===== config.mk =====
export PLATFORM = sky130hd
export DESIGN_NAME = lanctl_regwin
export DESIGN_NICKNAME = d
export VERILOG_FILES = /design/src/rtl/lanctl_pkg.sv /design/src/rtl/lanctl_decode.sv /design/src/rtl/lanctl_enables.sv /design/src/rtl/lanctl_pulses.sv /design/src/rtl/lanctl_regwin.sv
export SDC_FILE = /design/constraint.sdc
export NUM_CORES = 1
export LEC_CHECK = 0
export ABC_AREA = 0
export BUFFER_PORTS_ARGS = -buffer_cell sky130_fd_sc_hd__clkbuf_2
export CORE_AREA = 2 2 76 78
export DETAILED_ROUTE_END_ITERATION = 6
export DIE_AREA = 0 0 78 80
export PLACE_DENSITY = 0.72
export SKIP_LAST_GASP = 1
export SYNTH_ARGS = -nofsm -noshare
export SYNTH_HDL_FRONTEND = slang
export SYNTH_SLANG_ARGS = --single-unit

===== constraint.sdc =====
create_clock -name clk -period 2.95 [get_ports clk]
set_input_delay 0.885 -clock clk [delete_from_list [all_inputs] [get_ports clk]]
set_output_delay 0.885 -clock clk [all_outputs]
set_load 0.1 [all_outputs]

===== src/rtl/lanctl_pkg.sv =====
package lanctl_pkg;

    localparam int OFS_W      = 6;
    localparam int NUM_TRIG   = 2;
    localparam int NUM_ENABLE = 2;

    typedef enum logic [3:0] {
        FN_NONE,
        FN_PORT,
        FN_ATTN,
        FN_ICLR,
        FN_COP_EN,
        FN_ABT_EN,
        FN_COP_STAT,
        FN_ABORT,
        FN_TRIG0,
        FN_TRIG1
    } func_e;

    typedef struct packed {
        logic  legal;
        func_e fn;
    } dec_t;

    // Function selection by word index; lane check depends on size.
    function automatic dec_t decode_access(logic is_long, logic [OFS_W-1:0] ofs);
        dec_t d;
        logic lane_ok;
        lane_ok = is_long ? (ofs[1:0] == 2'b00) : (ofs[1:0] == 2'b11);
        d.fn    = FN_NONE;
        case (ofs[OFS_W-1:2])
            4'h0: d.fn = FN_PORT;
            4'h1: d.fn = FN_ATTN;
            4'h3: d.fn = FN_ICLR;
            4'h4: d.fn = FN_COP_EN;
            4'h5: d.fn = FN_ABT_EN;
            4'h6: d.fn = FN_COP_STAT;
            4'h7: d.fn = FN_ABORT;
            4'hE: d.fn = FN_TRIG0;
            4'hF: d.fn = FN_TRIG1;
            default: d.fn = FN_NONE;
        endcase
        d.legal = lane_ok && (d.fn != FN_NONE) && !((d.fn == FN_PORT) && !is_long);
        return d;
    endfunction

endpackage


===== src/rtl/lanctl_decode.sv =====
module lanctl_decode
    import lanctl_pkg::*;
(
    input  logic             is_long,
    input  logic [OFS_W-1:0] ofs,
    output dec_t             dec
);
    always_comb dec = decode_access(is_long, ofs);
endmodule


===== src/rtl/lanctl_enables.sv =====
module lanctl_enables #(
    parameter int N = 2
) (
    input  logic         clk,
    input  logic         rst,
    input  logic [N-1:0] wr_sel,
    input  logic         wbit,
    output logic [N-1:0] en
);
    for (genvar i = 0; i < N; i++) begin : g_en
        always_ff @(posedge clk) begin
            if (rst)            en[i] <= 1'b0;
            else if (wr_sel[i]) en[i] <= wbit;
        end
    end
endmodule


===== src/rtl/lanctl_pulses.sv =====
module lanctl_pulses #(
    parameter int DATA_W = 32,
    parameter int NTRIG  = 2
) (
    input  logic              clk,
    input  logic              rst,
    input  logic              fire_port,
    input  logic [DATA_W-1:0] port_din,
    input  logic              fire_attn,
    input  logic              fire_iclr,
    input  logic              fire_aclr,
    input  logic [NTRIG-1:0]  fire_trig,
    output logic              port_q,
    output logic [DATA_W-1:0] port_dq,
    output logic              attn_q,
    output logic              iclr_q,
    output logic              aclr_q,
    output logic [NTRIG-1:0]  trig_nq
);
    always_ff @(posedge clk) begin
        if (rst) begin
            port_q  <= 1'b0;
            port_dq <= '0;
            attn_q  <= 1'b0;
            iclr_q  <= 1'b0;
            aclr_q  <= 1'b0;
        end else begin
            port_q  <= fire_port;
            if (fire_port) port_dq <= port_din;
            attn_q  <= fire_attn;
            iclr_q  <= fire_iclr;
            aclr_q  <= fire_aclr;
        end
    end

    for (genvar t = 0; t < NTRIG; t++) begin : g_trig
        always_ff @(posedge clk) begin
            if (rst) trig_nq[t] <= 1'b1;
            else     trig_nq[t] <= ~fire_trig[t];
        end
    end
endmodule


===== src/rtl/lanctl_regwin.sv =====
module lanctl_regwin
    import lanctl_pkg::*;
#(
    parameter int DATA_W = 32
) (
    input  logic                clk,
    input  logic                rst,
    input  logic                bus_valid,
    input  logic                bus_write,
    input  logic                bus_long,
    input  logic [OFS_W-1:0]    bus_offset,
    input  logic [DATA_W-1:0]   bus_wdata,
    input  logic                coproc_irq_in,
    input  logic                abort_in,
    output logic [DATA_W-1:0]   bus_rdata,
    output logic                bus_ack,
    output logic                bus_err,
    output logic                port_strobe,
    output logic [DATA_W-1:0]   port_data,
    output logic                chan_attn,
    output logic                irq_clear,
    output logic                abort_clear,
    output logic [NUM_TRIG-1:0] trig_n,
    output logic                coproc_irq_en,
    output logic                abort_irq_en
);
    dec_t                  dec;
    logic                  wr_go;
    logic                  rd_go;
    logic [NUM_ENABLE-1:0] en_sel;
    logic [NUM_ENABLE-1:0] en_val;
    logic [NUM_TRIG-1:0]   trig_fire;
    logic                  rd_bit;
    logic [DATA_W-1:0]     rd_word;

    lanctl_decode u_dec (
        .is_long (bus_long),
        .ofs     (bus_offset),
        .dec     (dec)
    );

    assign wr_go = bus_valid && bus_write && dec.legal;
    assign rd_go = bus_valid && !bus_write && dec.legal;

    assign en_sel[0] = wr_go && (dec.fn == FN_COP_EN);
    assign en_sel[1] = wr_go && (dec.fn == FN_ABT_EN);

    lanctl_enables #(.N(NUM_ENABLE)) u_en (
        .clk    (clk),
        .rst    (rst),
        .wr_sel (en_sel),
        .wbit   (bus_wdata[0]),
        .en     (en_val)
    );
    assign coproc_irq_en = en_val[0];
    assign abort_irq_en  = en_val[1];

    assign trig_fire[0] = wr_go && (dec.fn == FN_TRIG0);
    assign trig_fire[1] = wr_go && (dec.fn == FN_TRIG1);

    lanctl_pulses #(.DATA_W(DATA_W), .NTRIG(NUM_TRIG)) u_pulse (
        .clk       (clk),
        .rst       (rst),
        .fire_port (wr_go && (dec.fn == FN_PORT)),
        .port_din  (bus_wdata),
        .fire_attn (wr_go && (dec.fn == FN_ATTN)),
        .fire_iclr (wr_go && (dec.fn == FN_ICLR)),
        .fire_aclr (wr_go && (dec.fn == FN_ABORT)),
        .fire_trig (trig_fire),
        .port_q    (port_strobe),
        .port_dq   (port_data),
        .attn_q    (chan_attn),
        .iclr_q    (irq_clear),
        .aclr_q    (abort_clear),
        .trig_nq   (trig_n)
    );

    always_comb begin
        case (dec.fn)
            FN_COP_EN:   rd_bit = en_val[0];
            FN_ABT_EN:   rd_bit = en_val[1];
            FN_COP_STAT: rd_bit = coproc_irq_in;
            FN_ABORT:    rd_bit = abort_in;
            default:     rd_bit = 1'b0;
        endcase
        rd_word = {{(DATA_W-1){1'b0}}, rd_bit};
    end

    always_ff @(posedge clk) begin
        if (rst) begin
            bus_ack   <= 1'b0;
            bus_err   <= 1'b0;
            bus_rdata <= '0;
        end else begin
            bus_ack   <= bus_valid && dec.legal;
            bus_err   <= bus_valid && !dec.legal;
            bus_rdata <= rd_go ? rd_word : '0;
        end
    end
endmodule


; ---- Word level (Yosys, flattened, before mapping)
; Memories as Yosys holds them, arrays and structs flattened.
; Cells that the tools add are included.
[word_totals]
ff_bits = 74
romBits = 64
inputBits = 45
output_inout_bits = 74
elab_cells = 53
n_memories = 1
[op_classes]
n_eq_ne = 10
mux = 2
bitwise_logic = 3
reduce_logical = 24
[memory_table]
columns = name, depth, width, rd, rd_clocked_by_memory_dff, wr, line
row1 = (no name shown), 16, 4, 1, 0, 0, lanctl_pkg.sv:31  ; case (ofs[OFS_W-1:2])
[ops]
columns = operator, n
row1 = $logic_and A1 B1 Y1, 17
row2 = $eq A4 B3 Y1 const B, 4
row3 = $eq A4 B2 Y1 const B, 2
row4 = $eq A4 B4 Y1 const B, 2
row5 = $eq A4 B1 Y1 const B, 1
row6 = $logic_not A1 Y1, 4
row7 = $pmux W1 S4, 1
row8 = $reduce_bool A4 Y1, 1
row9 = $not A1 Y1, 3
row10 = $eq A2 B2 Y1 const B, 1
row11 = $logic_not A2 Y1, 1
row12 = $reduce_or A2 Y1, 1
row13 = $mux W1, 1

; ---- Logic depth before layout (Yosys ltp)
; Gate-level depths: netlist of run 1.
; An unclocked memory read counts as a cell.
[depth]
ltp_word = 8
mapped_depth = 6
mapped_depth_nobuf = 5

; ---- Cells and area by module
; From an unflattened synthesis of run 1, not the netlist that was laid out.
[hier_totals]
cells_unflattened = 191
hier_area_um2 = 1946.9
[modules_own_cells]
columns = mod, instances, cells_per_inst, area_per_inst_um2, seq_area_each_um2
row1 = lanctl_pulses, 1, 116, 1328.8, 760.7
row2 = lanctl_regwin, 1, 53, 441.7, 60.1
row3 = lanctl_decode, 1, 16, 108.9, 0.0
row4 = lanctl_enables, 1, 6, 67.6, 40.0

; ---- Worst setup path before layout of run 1
; No wires, ideal clock.
[synth_path]
path_kind = input-to-reg
start = input port bus_offset[2]
end = register u_pulse.port_dq[0]
setup_ns = 0.072
t_arrival_ns = 2.125
required_time_ns = 2.878
slack_ns = 0.753
path_stages = 6
n_path_buf = 1
cell_sequence = ha_1 nor3_1 a21oi_1 nor3_4 buf_8 mux2i_1
[synth_between]
elab_chain_len = 7
elab_cells_between_ends = 9
cone_classes = 1 x eq/ne / 7 x reduce/logical / 1 x memory
[synth_lines]
columns = item, line
row1 = "start, declared", lanctl_regwin.sv:11  ; input logic [OFS_W-1:0] bus_offset,
row2 = $mem_v2 Z16 W4 (*), --
row3 = $eq A4 B1 Y1, "lanctl_pkg.sv:43, lanctl_regwin.sv:64"
row4 = $logic_and A1 B1 Y1, lanctl_pkg.sv:43  ; d.legal = lane_ok && (d.fn != FN_NONE) && !((d.fn == FN_PORT) && !is_long);
row5 = $logic_not A1 Y1, lanctl_pkg.sv:43
row6 = $logic_and A1 B1 Y1, lanctl_pkg.sv:43
row7 = $logic_and A1 B1 Y1, lanctl_regwin.sv:42  ; assign wr_go = bus_valid && bus_write && dec.legal;
row8 = $logic_and A1 B1 Y1 (*), lanctl_regwin.sv:64  ; .fire_port (wr_go && (dec.fn == FN_PORT)),
row9 = "end signal, assigned", lanctl_pulses.sv:29  ; if (fire_port) port_dq <= port_din;
row10 = "end, declared", lanctl_pulses.sv:14  ; output logic [DATA_W-1:0] port_dq,
; Every way passes the cells marked *; elsewhere a longest branch is shown, timed or not.
; A chain may end at the register's enable or synchronous reset.

; ---- Worst setup path in the final report of run 1
[layout_path]
start = input port bus_offset[2]
end = register u_pulse.port_dq[8]
; The elaborated chain is that of the path after synthesis.

==> results.sh, run 1 <==
export IMPL_fmax_ghz=0.4461
export IMPL_ios=119
export IMPL_use_met1=0.1532
export IMPL_clkSlewWorstSetupHoldPaths_ps=80
export IMPL_crit_arrival_ps=2460
export IMPL_met2_usage=0.2267
export IMPL_synth_edf_count=0
export IMPL_drtIter0Drc=51
export IMPL_tightest_slew_ps=551.9
export IMPL_core_rowCount=27
export IMPL_grt_use_total=0.1332
export IMPL_cts_inserted_buffers=5
export IMPL_cts_buffer_depth=2
export IMPL_nNetsFinal=369
export IMPL_required_ps=3170
export IMPL_avgSynthCellArea_sq_um=8.806
export IMPL_netlist_instances=239
export IMPL_busiest_layer="met2"
export IMPL_ys_flop_type="dfxtp_1"
export IMPL_cts_sinks=43
export IMPL_reg2reg_slack_ps=2260
export IMPL_netlist_area_leader_share=0.4090
export IMPL_slew_violations=0
export IMPL_use_met3=0.04638
export IMPL_grt_pass1_wl_microns=6610
export IMPL_rr_endpoint="bus_rdata[0]$_SDFF_PP0_"
export IMPL_io_buffers=87
export IMPL_critPathMaxStageDelay_ps=370
export IMPL_ys_types=37
export IMPL_cp_start_kind="primary input"
export IMPL_setup_viol=0
export IMPL_num_vias=1749
export IMPL_insertion_delay_ps=280
export IMPL_hold_path_endpoint="u_pulse.port_dq[2]$_SDFFE_PP0P_"
export IMPL_antenna_found_initial=0
export IMPL_start_util=0.3894
export IMPL_syn_cell_area_sq_um=2105
export IMPL_fp_dieH_microns=80
export IMPL_postCtsResizedCells=0
export IMPL_critical_path_startpoint="bus_offset[2]"
export IMPL_drive_above_1_share=0.3241
export IMPL_timing_final_crit_share=0.7599
export IMPL_period_needed_ps=2242
export IMPL_gp_congestion=0.8211
export IMPL_multiInputGateArea_sq_um=1036
export IMPL_postPlaceCellArea_sq_um=2469
export IMPL_rr_worst_depth=2
export IMPL_synthTopCellsByCount="nand2_1, dfxtp_1, mux2i_1"
export IMPL_end_kind="flip-flop"
export IMPL_timing_rr_start="u_en.en[0]$_SDFFE_PP0P_"
export IMPL_diodes=0
export IMPL_final_cell_area_sq_um=2581
export IMPL_h_tree_depth=2
export IMPL_rsz0062_at_grt="no"
export IMPL_hold_depth=2
export IMPL_power_leakage_nw=1.190
export IMPL_powerDensity_nw_per_um2=512.8
export IMPL_first_global_vias=1576
export IMPL_hp_class="reg -> reg"
export IMPL_crit_chain="clkbuf_2 -> ha_1 -> nor3_1 -> a21oi_1 -> nor3_4 -> buf_4 -> mux2i_1"
export IMPL_finalHoldViolCount=0
export IMPL_routed_wl_microns=4144
export IMPL_cts_tree="yes"
export IMPL_path_max_fanout=10
export IMPL_die_w_microns=78
export IMPL_synth_most_common_cell="nand2_1"
export IMPL_drc=0
export IMPL_area_growth_pct=22.65
export IMPL_fin_tns_setup_ps=0
export IMPL_async_reset_ff_frac=0
export IMPL_ant_nets=0
export IMPL_yosys_register_bits=43
export IMPL_detailed_place_hpwl_microns=3158
export IMPL_grt_max_degree=41
export IMPL_min_delay_start="u_pulse.port_dq[2]$_SDFFE_PP0P_"
export IMPL_ir_worst_vdd_mv=0.2153
export IMPL_synthTopCellsByArea="dfxtp_1, mux2i_1, nand2_1, buf_4, buf_8"
export IMPL_nFillCells=547
export IMPL_outcome="finished clean"
export IMPL_wire_per_inst_microns=10.46
export IMPL_core_area_sq_um=5405
export IMPL_regArea_sq_um=860.8
export IMPL_avgViaCountPerCell=4.417
export IMPL_drv_cap=0
export IMPL_cts_setup_buffers=0
export IMPL_cts_root_buf="clkbuf_8"
export IMPL_synth_warnings=0
export IMPL_cts_hold_fix_buffers=0
export IMPL_synth_largest_area_cell="dfxtp_1"
export IMPL_fin_skew_ps=0.6715
export IMPL_drt_first_pass_iters=4
export IMPL_dieArea_sq_um=6240
export IMPL_maxSlewHeadroom=0.6337
export IMPL_criticalPathCategory="in -> reg"
export IMPL_slowest_stage="ha_1"
export IMPL_yosysSeqAreaShare=0.4090
export IMPL_grt_overflow=0
==> worst max-delay path by stage <==
stage                                                  end  slack, ps  cells after the start
after CTS                  u_pulse.port_dq[8]$_SDFFE_PP0P_        690                      7
after global routing      u_pulse.port_dq[10]$_SDFFE_PP0P_        610                      7
after global placement     u_pulse.port_dq[5]$_SDFFE_PP0P_        500                      7
after floorplan            u_pulse.port_dq[0]$_SDFFE_PP0P_        750                      6
after detailed placement   u_pulse.port_dq[8]$_SDFFE_PP0P_        380                      7
final                      u_pulse.port_dq[8]$_SDFFE_PP0P_        710                      7
==> cells in the final DEF (no fill, tap or decap), types with 2 or more instances in the layout <==
cell type	instances
conb_1	31
clkbuf_8	5
nor2_1	6
clkbuf_2	87
a21oi_1	5
o21ai_0	5
nand2_1	69
nand3_1	3
o2111ai_1	2
or4_1	2
nor3_1	2
buf_4	3
and3_1	2
mux2i_1	32
nand2b_1	2
dfxtp_1	43
nor2b_1	3
==> through the flow <==
stage	power [mW]	hold WS (ps)	worst slack, ps	utilization	instances
global placement	0.8847	442.6	496.4	0.4567	388
floorplan	0.8731	885.2	752.7	-	269
detailed placement	0.8856	448.3	382.9	0.4567	388
finish	1.324	459.3	708.2	0.4775	396
global route	1.384	479.4	606.4	0.4775	396
CTS	1.346	463.9	693.2	0.4775	396
==> metal layers <==
layer	share of wire	up-vias
met5	0	-
met1	0.44	778
met4	0.0097	0
met2	0.48	68
met3	0.077	4
li1	-	899
==> registers in the layout, summed over array words and instances (netlist names) <==
name             cells
u_pulse.port_dq     32
u_en.en              2
u_pulse.iclr_q       1
bus_ack              1
u_pulse.aclr_q       1
u_pulse.attn_q       1
u_pulse.trig_nq      2
bus_rdata            1
bus_err              1
u_pulse.port_q       1
==> cell families (layout without fill, tap and decap cells) <==
logic type,after synthesis,in the layout,share of synthesized area
and+or+nand+nor,98,98,0.2176
buffers and inverters,45,100,0.1522
DFF,43,43,0.4090
muxes,33,33,0.1576
AOI/OAI and AO/OA,18,18,0.05589
adders and majority gates,1,1,0.005944
other,1,31,0.001782
==> worst max-delay path: cells and delay by family <==
family,cells,cell delay [ps]
AO/OA/AOI/OAI,1,90
AND/OR/NAND/NOR,2,450
buffers and inverters,2,430
multiplexers,1,220
adder cells (fa/ha/maj),1,370
==> area by class of cell <==
class                      instances  share of cell area
multi-input combinational        181              0.4014
tap                               72             0.03490
clock inverter                     3             0.01697
sequential                        43              0.3335
inverter                           1            0.001454
timing repair buffer              91              0.1852
clock buffer                       5             0.02666
==> power by group <==
group | switching (mW) | total [mW] | leakage [nW] | internal (mW)
Sequential | 0.00112 | 0.584 | 0.347 | 0.582
Combinational | 0.244 | 0.288 | 0.785 | 0.0442
Clock | 0.200 | 0.452 | 0.0581 | 0.252
No activity file was read; power rests on OpenSTA's default activity.
==> run 2, diff against run 1 <==
- ABC_AREA: 0 -> 1
- clock period: 2.95 -> 2.35 ns (I/O delays scaled with it)
==> results.sh, run 2 <==
export IMPL_postPlaceCellArea_sq_um=2475
export IMPL_detailed_place_hpwl_microns=3187
export IMPL_finalPower_mw=1.551
export IMPL_tightest_slew_ps=557.4
export IMPL_drtIter0Drc=73
export IMPL_yosys_register_bits=43
export IMPL_layout_common_cells="nand2_1, clkbuf_2, nor2_1, inv_1, dfxtp_1"
export IMPL_cts_sinks=43
export IMPL_yosysSeqAreaShare=0.4093
export IMPL_drv_cap=0
export IMPL_io_buffers=87
export IMPL_drive_above_1_share=0.2475
export IMPL_start_util=0.3891
export IMPL_pwr_share_comb=0.230
export IMPL_fin_tns_setup_ps=0
export IMPL_place_inst=473
export IMPL_largest_register="u_pulse.port_dq"
export IMPL_rsz0062_at_grt="no"
export IMPL_async_reset_ff_frac=0
export IMPL_ys_flop_type="dfxtp_1"
export IMPL_criticalPathCategory="in -> reg"
export IMPL_gp_congestion=0.8557
export IMPL_netlist_area_leader_share=0.4093
export IMPL_diodes=0
export IMPL_synth_largest_area_cell="dfxtp_1"
export IMPL_grt_max_degree=66
export IMPL_powerDensity_nw_per_um2=605.2
export IMPL_synth_most_common_cell="nand2_1"
export IMPL_cts_buffer_depth=2
export IMPL_antenna_found_initial=0
export IMPL_synthTopCellsByArea="dfxtp_1, nand2_1, nor2_1, buf_4, inv_1"
export IMPL_clkSlewWorstSetupHoldPaths_ps=70
export IMPL_synth_warnings=0
export IMPL_finalHoldViolCount=0
export IMPL_slew_violations=0
export IMPL_nFillCells=578
export IMPL_grt_overflow=0
export IMPL_insertion_delay_ps=290
export IMPL_netlist_instances=322
export IMPL_grt_pass1_wl_microns=6561
export IMPL_cts_setup_buffers=0
export IMPL_ant_nets=0
export IMPL_area_growth_pct=21.83
export IMPL_synthTopCellsByCount="nand2_1, nor2_1, inv_1"
export IMPL_postCtsResizedCells=0
export IMPL_p_int_mw=1.010
export IMPL_core_area_sq_um=5405
export IMPL_cts_root_buf="clkbuf_8"
export IMPL_crit_arrival_ps=2230
export IMPL_timing_final_crit_share=0.8549
export IMPL_power_frac_clock=0.296
export IMPL_cts_tree="yes"
export IMPL_period_needed_ps=2009
export IMPL_end_kind="flip-flop"
export IMPL_fmax_ghz=0.4978
export IMPL_fin_skew_ps=6.830
export IMPL_cp_start_kind="primary input"
export IMPL_num_vias=1945
export IMPL_syn_cell_area_sq_um=2103
export IMPL_final_cell_area_sq_um=2562
export IMPL_core_rowCount=27
export IMPL_drt_first_pass_iters=4
export IMPL_fp_dieH_microns=80
export IMPL_cts_hold_fix_buffers=0
export IMPL_maxSlewHeadroom=0.6300
export IMPL_routed_wl_microns=4294
export IMPL_power_leakage_nw=1.557
export IMPL_cts_inserted_buffers=5
export IMPL_ir_worst_vdd_mv=0.2784
export IMPL_path_max_fanout=65
export IMPL_reg_largest_list="u_pulse.port_dq (32), u_en.en (2), u_pulse.trig_nq (2)"
export IMPL_setup_viol=0
export IMPL_hp_class="reg -> reg"
export IMPL_avgViaCountPerCell=4.052
export IMPL_required_ps=2570
export IMPL_die_w_microns=78
export IMPL_seq_power_share=0.474
export IMPL_synth_edf_count=0
export IMPL_p_sw_frac=0.3485
export IMPL_ios=119
export IMPL_wire_per_inst_microns=8.946
export IMPL_nNetsFinal=454
export IMPL_h_tree_depth=2
export IMPL_ys_types=19
export IMPL_dieArea_sq_um=6240
export IMPL_avgSynthCellArea_sq_um=6.532
export IMPL_power_switching_mw=0.5405
export IMPL_drc=0
export IMPL_outcome="finished clean"
export IMPL_largest_register_ffs=32
export IMPL_grt_use_total=0.1308
export IMPL_final_cells=480
export IMPL_first_global_vias=1597
## run 2: cell count changes in the layout (fill, tap and decap cells not counted), moves of 3 or more
cell,change
inv_1,+44
o21ai_0,-4
nand3_1,+3
nor2_1,+76
nand4_1,+6
mux2i_1,-32
a21oi_1,-5
nand2_1,+18
nor2b_1,-3
## run 2: cell families after synthesis
logic type | after synthesis | share of synthesized area
buffers and inverters | 87 | 0.2255
other | 1 | 0.001783
adders and majority gates | 1 | 0.005948
DFF | 43 | 0.4093
AOI/OAI and AO/OA | 1 | 0.002377
and+or+nand+nor | 189 | 0.3552
## run 2: power by group through the flow
stage	registers [mW]	logic, mW	clock network, mW
2_1_floorplan	0.786	0.304	0
3_3_place_gp	0.752	0.356	0
3_5_place_dp	0.752	0.357	0
4_1_cts	0.735	0.357	0.488
5_1_grt	0.735	0.374	0.521
6_report	0.735	0.357	0.459
## run 2: worst paths after layout
kind | start | to | slack [ps] | cells after the start
min | u_pulse.port_dq[30]$_SDFFE_PP0P_ | u_pulse.port_dq[30]$_SDFFE_PP0P_ | 510 | 4
max reg2reg | u_en.en[1]$_SDFFE_PP0P_ | bus_rdata[0]$_SDFF_PP0_ | 1500 | 4
max | bus_offset[2] | u_pulse.port_dq[26]$_SDFFE_PP0P_ | 340 | 12
min reg2reg | u_pulse.port_dq[30]$_SDFFE_PP0P_ | u_pulse.port_dq[30]$_SDFFE_PP0P_ | 510 | 4
## run 2: metal layers
layer / part of all wire / GRT usage
met4: 0.012 / 0.04211
met3: 0.080 / 0.04638
met5: 0 / 0
met1: 0.43 / 0.1483
met2: 0.47 / 0.2293
## run 2: per-stage QoR
stage | worst slack (ps) | hold slack, ps | util
6_report | 341.0 | 512.5 | 0.4741
5_1_grt | 199.0 | 542.1 | 0.4741
4_1_cts | 346.7 | 514.4 | 0.4741
3_5_place_dp | 46.81 | 499.8 | 0.4579
3_3_place_gp | 158.7 | 496.2 | 0.4579
2_1_floorplan | 304.7 | 776.8 | -
## run 2: critical path: stages
cell,delay (ps)
clkbuf_2,110
ha_1,290
nand2_1,80
nand2_1,60
nor2_2,140
nand2_2,80
nor2_1,110
nand4_1,150
buf_12,210
nand2_1,90
nand2_1,50
nor2_1,90
## run 2: layout make-up
| type | instances | area, sq um | share of cell area |
|---|---|---|---|
| Multi-Input combinational cell | 222 | 880.8 | 0.3437 |
| Sequential cell | 43 | 860.8 | 0.3359 |
| Timing Repair Buffer | 90 | 470.5 | 0.1836 |
| Inverter | 46 | 172.7 | 0.06738 |
| Tap cell | 72 | 90.09 | 0.03516 |
| Clock buffer | 6 | 82.58 | 0.03223 |
| Clock inverter | 1 | 5.005 | 0.001953 |
==> run 3, diff against run 2 <==
- ABC_AREA: 1 -> default
- CORE_AREA: 2 2 76 78 -> 2 2 73 75
- DIE_AREA: 0 0 78 80 -> 0 0 75 77
- PLACE_DENSITY: 0.72 -> 0.77
==> results.sh, run 3 (synthesized netlist as in run 1, its figures left out) <==
export IMPL_crit_arrival_ps=2060
export IMPL_area_growth_pct=23.37
export IMPL_period_needed_ps=1885
export IMPL_antenna_found_initial=0
export IMPL_grt_max_degree=49
export IMPL_slew_violations=0
export IMPL_ir_worst_vdd_mv=0.3122
export IMPL_reg2reg_slack_ps=1640
export IMPL_largest_register="u_pulse.port_dq"
export IMPL_detailed_place_hpwl_microns=3227
export IMPL_final_common_cell="clkbuf_2"
export IMPL_diodes=0
export IMPL_cts_root_buf="clkbuf_8"
export IMPL_powerDensity_nw_per_um2=633.1
export IMPL_grt_overflow=0
export IMPL_finalHoldViolCount=0
export IMPL_dieArea_sq_um=5775
export IMPL_postCtsResizedCells=0
export IMPL_cts_hold_fix_buffers=0
export IMPL_drtIter0Drc=44
export IMPL_avgViaCountPerCell=4.453
export IMPL_maxSlewHeadroom=0.6313
export IMPL_fp_dieH_microns=77
export IMPL_ios=119
export IMPL_criticalPathCategory="in -> reg"
export IMPL_io_buffers=87
export IMPL_routed_wl_microns=4244
export IMPL_path_max_fanout=9
export IMPL_clkSlewWorstSetupHoldPaths_ps=80
export IMPL_timing_final_crit_share=0.8023
export IMPL_use_met1=0.1840
export IMPL_required_ps=2520
export IMPL_grt_use_total=0.1497
export IMPL_hold_depth=2
export IMPL_timing_rr_start="u_en.en[0]$_SDFFE_PP0P_"
export IMPL_largest_register_ffs=32
export IMPL_num_vias=1759
export IMPL_cts_setup_buffers=0
export IMPL_nNetsFinal=371
export IMPL_cts_inserted_buffers=5
export IMPL_h_tree_depth=2
export IMPL_fin_tns_setup_ps=0
export IMPL_core_rowCount=26
export IMPL_first_global_vias=1604
export IMPL_min_delay_start="u_pulse.port_dq[1]$_SDFFE_PP0P_"
export IMPL_slowest_stage="mux2_2"
export IMPL_cp_start_kind="primary input"
export IMPL_wire_per_inst_microns=10.74
export IMPL_fmax_ghz=0.5304
export IMPL_rr_endpoint="bus_rdata[0]$_SDFF_PP0_"
export IMPL_hold_path_endpoint="u_pulse.port_dq[1]$_SDFFE_PP0P_"
export IMPL_cts_buffer_depth=2
export IMPL_rr_worst_depth=2
export IMPL_start_util=0.4228
export IMPL_drive_above_1_share=0.3231
export IMPL_outcome="finished clean"
export IMPL_path_delay_family="multiplexers"
export IMPL_met2_usage=0.2421
export IMPL_ant_nets=0
export IMPL_reg_largest_list="u_pulse.port_dq (32), u_en.en (2), u_pulse.trig_nq (2)"
export IMPL_grt_pass1_wl_microns=6831
export IMPL_power_leakage_nw=1.198
export IMPL_final_util=0.5216
export IMPL_layout_common_cells="clkbuf_2, nand2_1, dfxtp_1, mux2i_1, conb_1"
export IMPL_setup_viol=0
export IMPL_cts_tree="yes"
export IMPL_tightest_slew_ps=555.4
export IMPL_crit_chain="clkbuf_2 -> ha_1 -> mux2_2 -> a21oi_1 -> nor3_4 -> buf_4 -> mux2i_1"
export IMPL_crit_buf_inv=2
export IMPL_use_met3=0.05256
export IMPL_drv_cap=0
export IMPL_hp_class="reg -> reg"
export IMPL_insertion_delay_ps=280
export IMPL_die_w_microns=75
export IMPL_drt_first_pass_iters=4
export IMPL_fin_skew_ps=2.820
export IMPL_core_area_sq_um=4977
export IMPL_drc=0
export IMPL_critPathMaxStageDelay_ps=300
export IMPL_rsz0062_at_grt="no"
export IMPL_busiest_layer="met2"
export IMPL_cts_sinks=43
export IMPL_gp_congestion=0.8660
export IMPL_end_kind="flip-flop"
==> run 3: cell count changes in the layout (fill, tap and decap cells not counted), sizes merged, moves of 3 or more <==
cell / before / now
inv: 45 / 1
nor2: 83 / 6
nor2b: 0 / 3
buf: 3 / 6
a21oi: 0 / 5
nand4: 6 / 0
mux2i: 0 / 32
o21ai: 1 / 5
nand2: 89 / 69
==> run 3: final cells by class <==
cell class	count	area [sq um]
clock inverters	1	30.03
well taps	70	87.58
multi-input cells	181	1036
fillers	485	2381
inverters	1	3.754
repair buffers	93	505.5
clock buffers	6	72.57
flip-flops and latches	43	860.8
==> run 3: through the flow <==
step | power (mW) | worst slack, ps | hold WS (ps) | instances | area [sq um]
floorplan | 1.096 | 332.7 | 842.1 | 269 | 2217
global placement | 1.115 | 199.3 | 443.2 | 388 | 2494
detailed placement | 1.118 | 165.5 | 448.8 | 388 | 2494
CTS | 1.666 | 463.9 | 462.2 | 395 | 2596
global route | 1.717 | 330.9 | 477.7 | 395 | 2596
finish | 1.644 | 464.6 | 458.9 | 395 | 2596
==> run 3: per-layer routing <==
| layer | part of all wire | wire length, microns | vias up |
|---|---|---|---|
| met3 | 0.086 | 365 | 4 |
| met2 | 0.47 | 1995 | 73 |
| met4 | 0.0085 | 36 | 0 |
| met1 | 0.44 | 1847 | 784 |
| li1 | - | - | 898 |
| met5 | 0 | 0 | - |
==> run 3: how the worst max path moves through the flow <==
stage             startpoint  cells after the start                                to
2_1_floorplan  bus_offset[2]                      6   u_pulse.port_dq[0]$_SDFFE_PP0P_
3_3_place_gp   bus_offset[2]                      7  u_pulse.port_dq[13]$_SDFFE_PP0P_
3_5_place_dp   bus_offset[2]                      7  u_pulse.port_dq[13]$_SDFFE_PP0P_
4_1_cts        bus_offset[2]                      7  u_pulse.port_dq[13]$_SDFFE_PP0P_
5_1_grt        bus_offset[2]                      7  u_pulse.port_dq[16]$_SDFFE_PP0P_
6_report       bus_offset[2]                      7   u_pulse.port_dq[8]$_SDFFE_PP0P_
==> run 3: worst reg2reg max path: stages (launching register included) <==
cell     delay [ps]
dfxtp_1         340
a22oi_1         170
a21oi_1          80
==> run 3: where the power goes <==
part           leakage, nW  total [mW]  internal (mW)  switching (mW)
Clock               0.0513       0.542          0.311           0.231
Sequential           0.347       0.733          0.731         0.00140
Combinational        0.800       0.369         0.0597           0.309
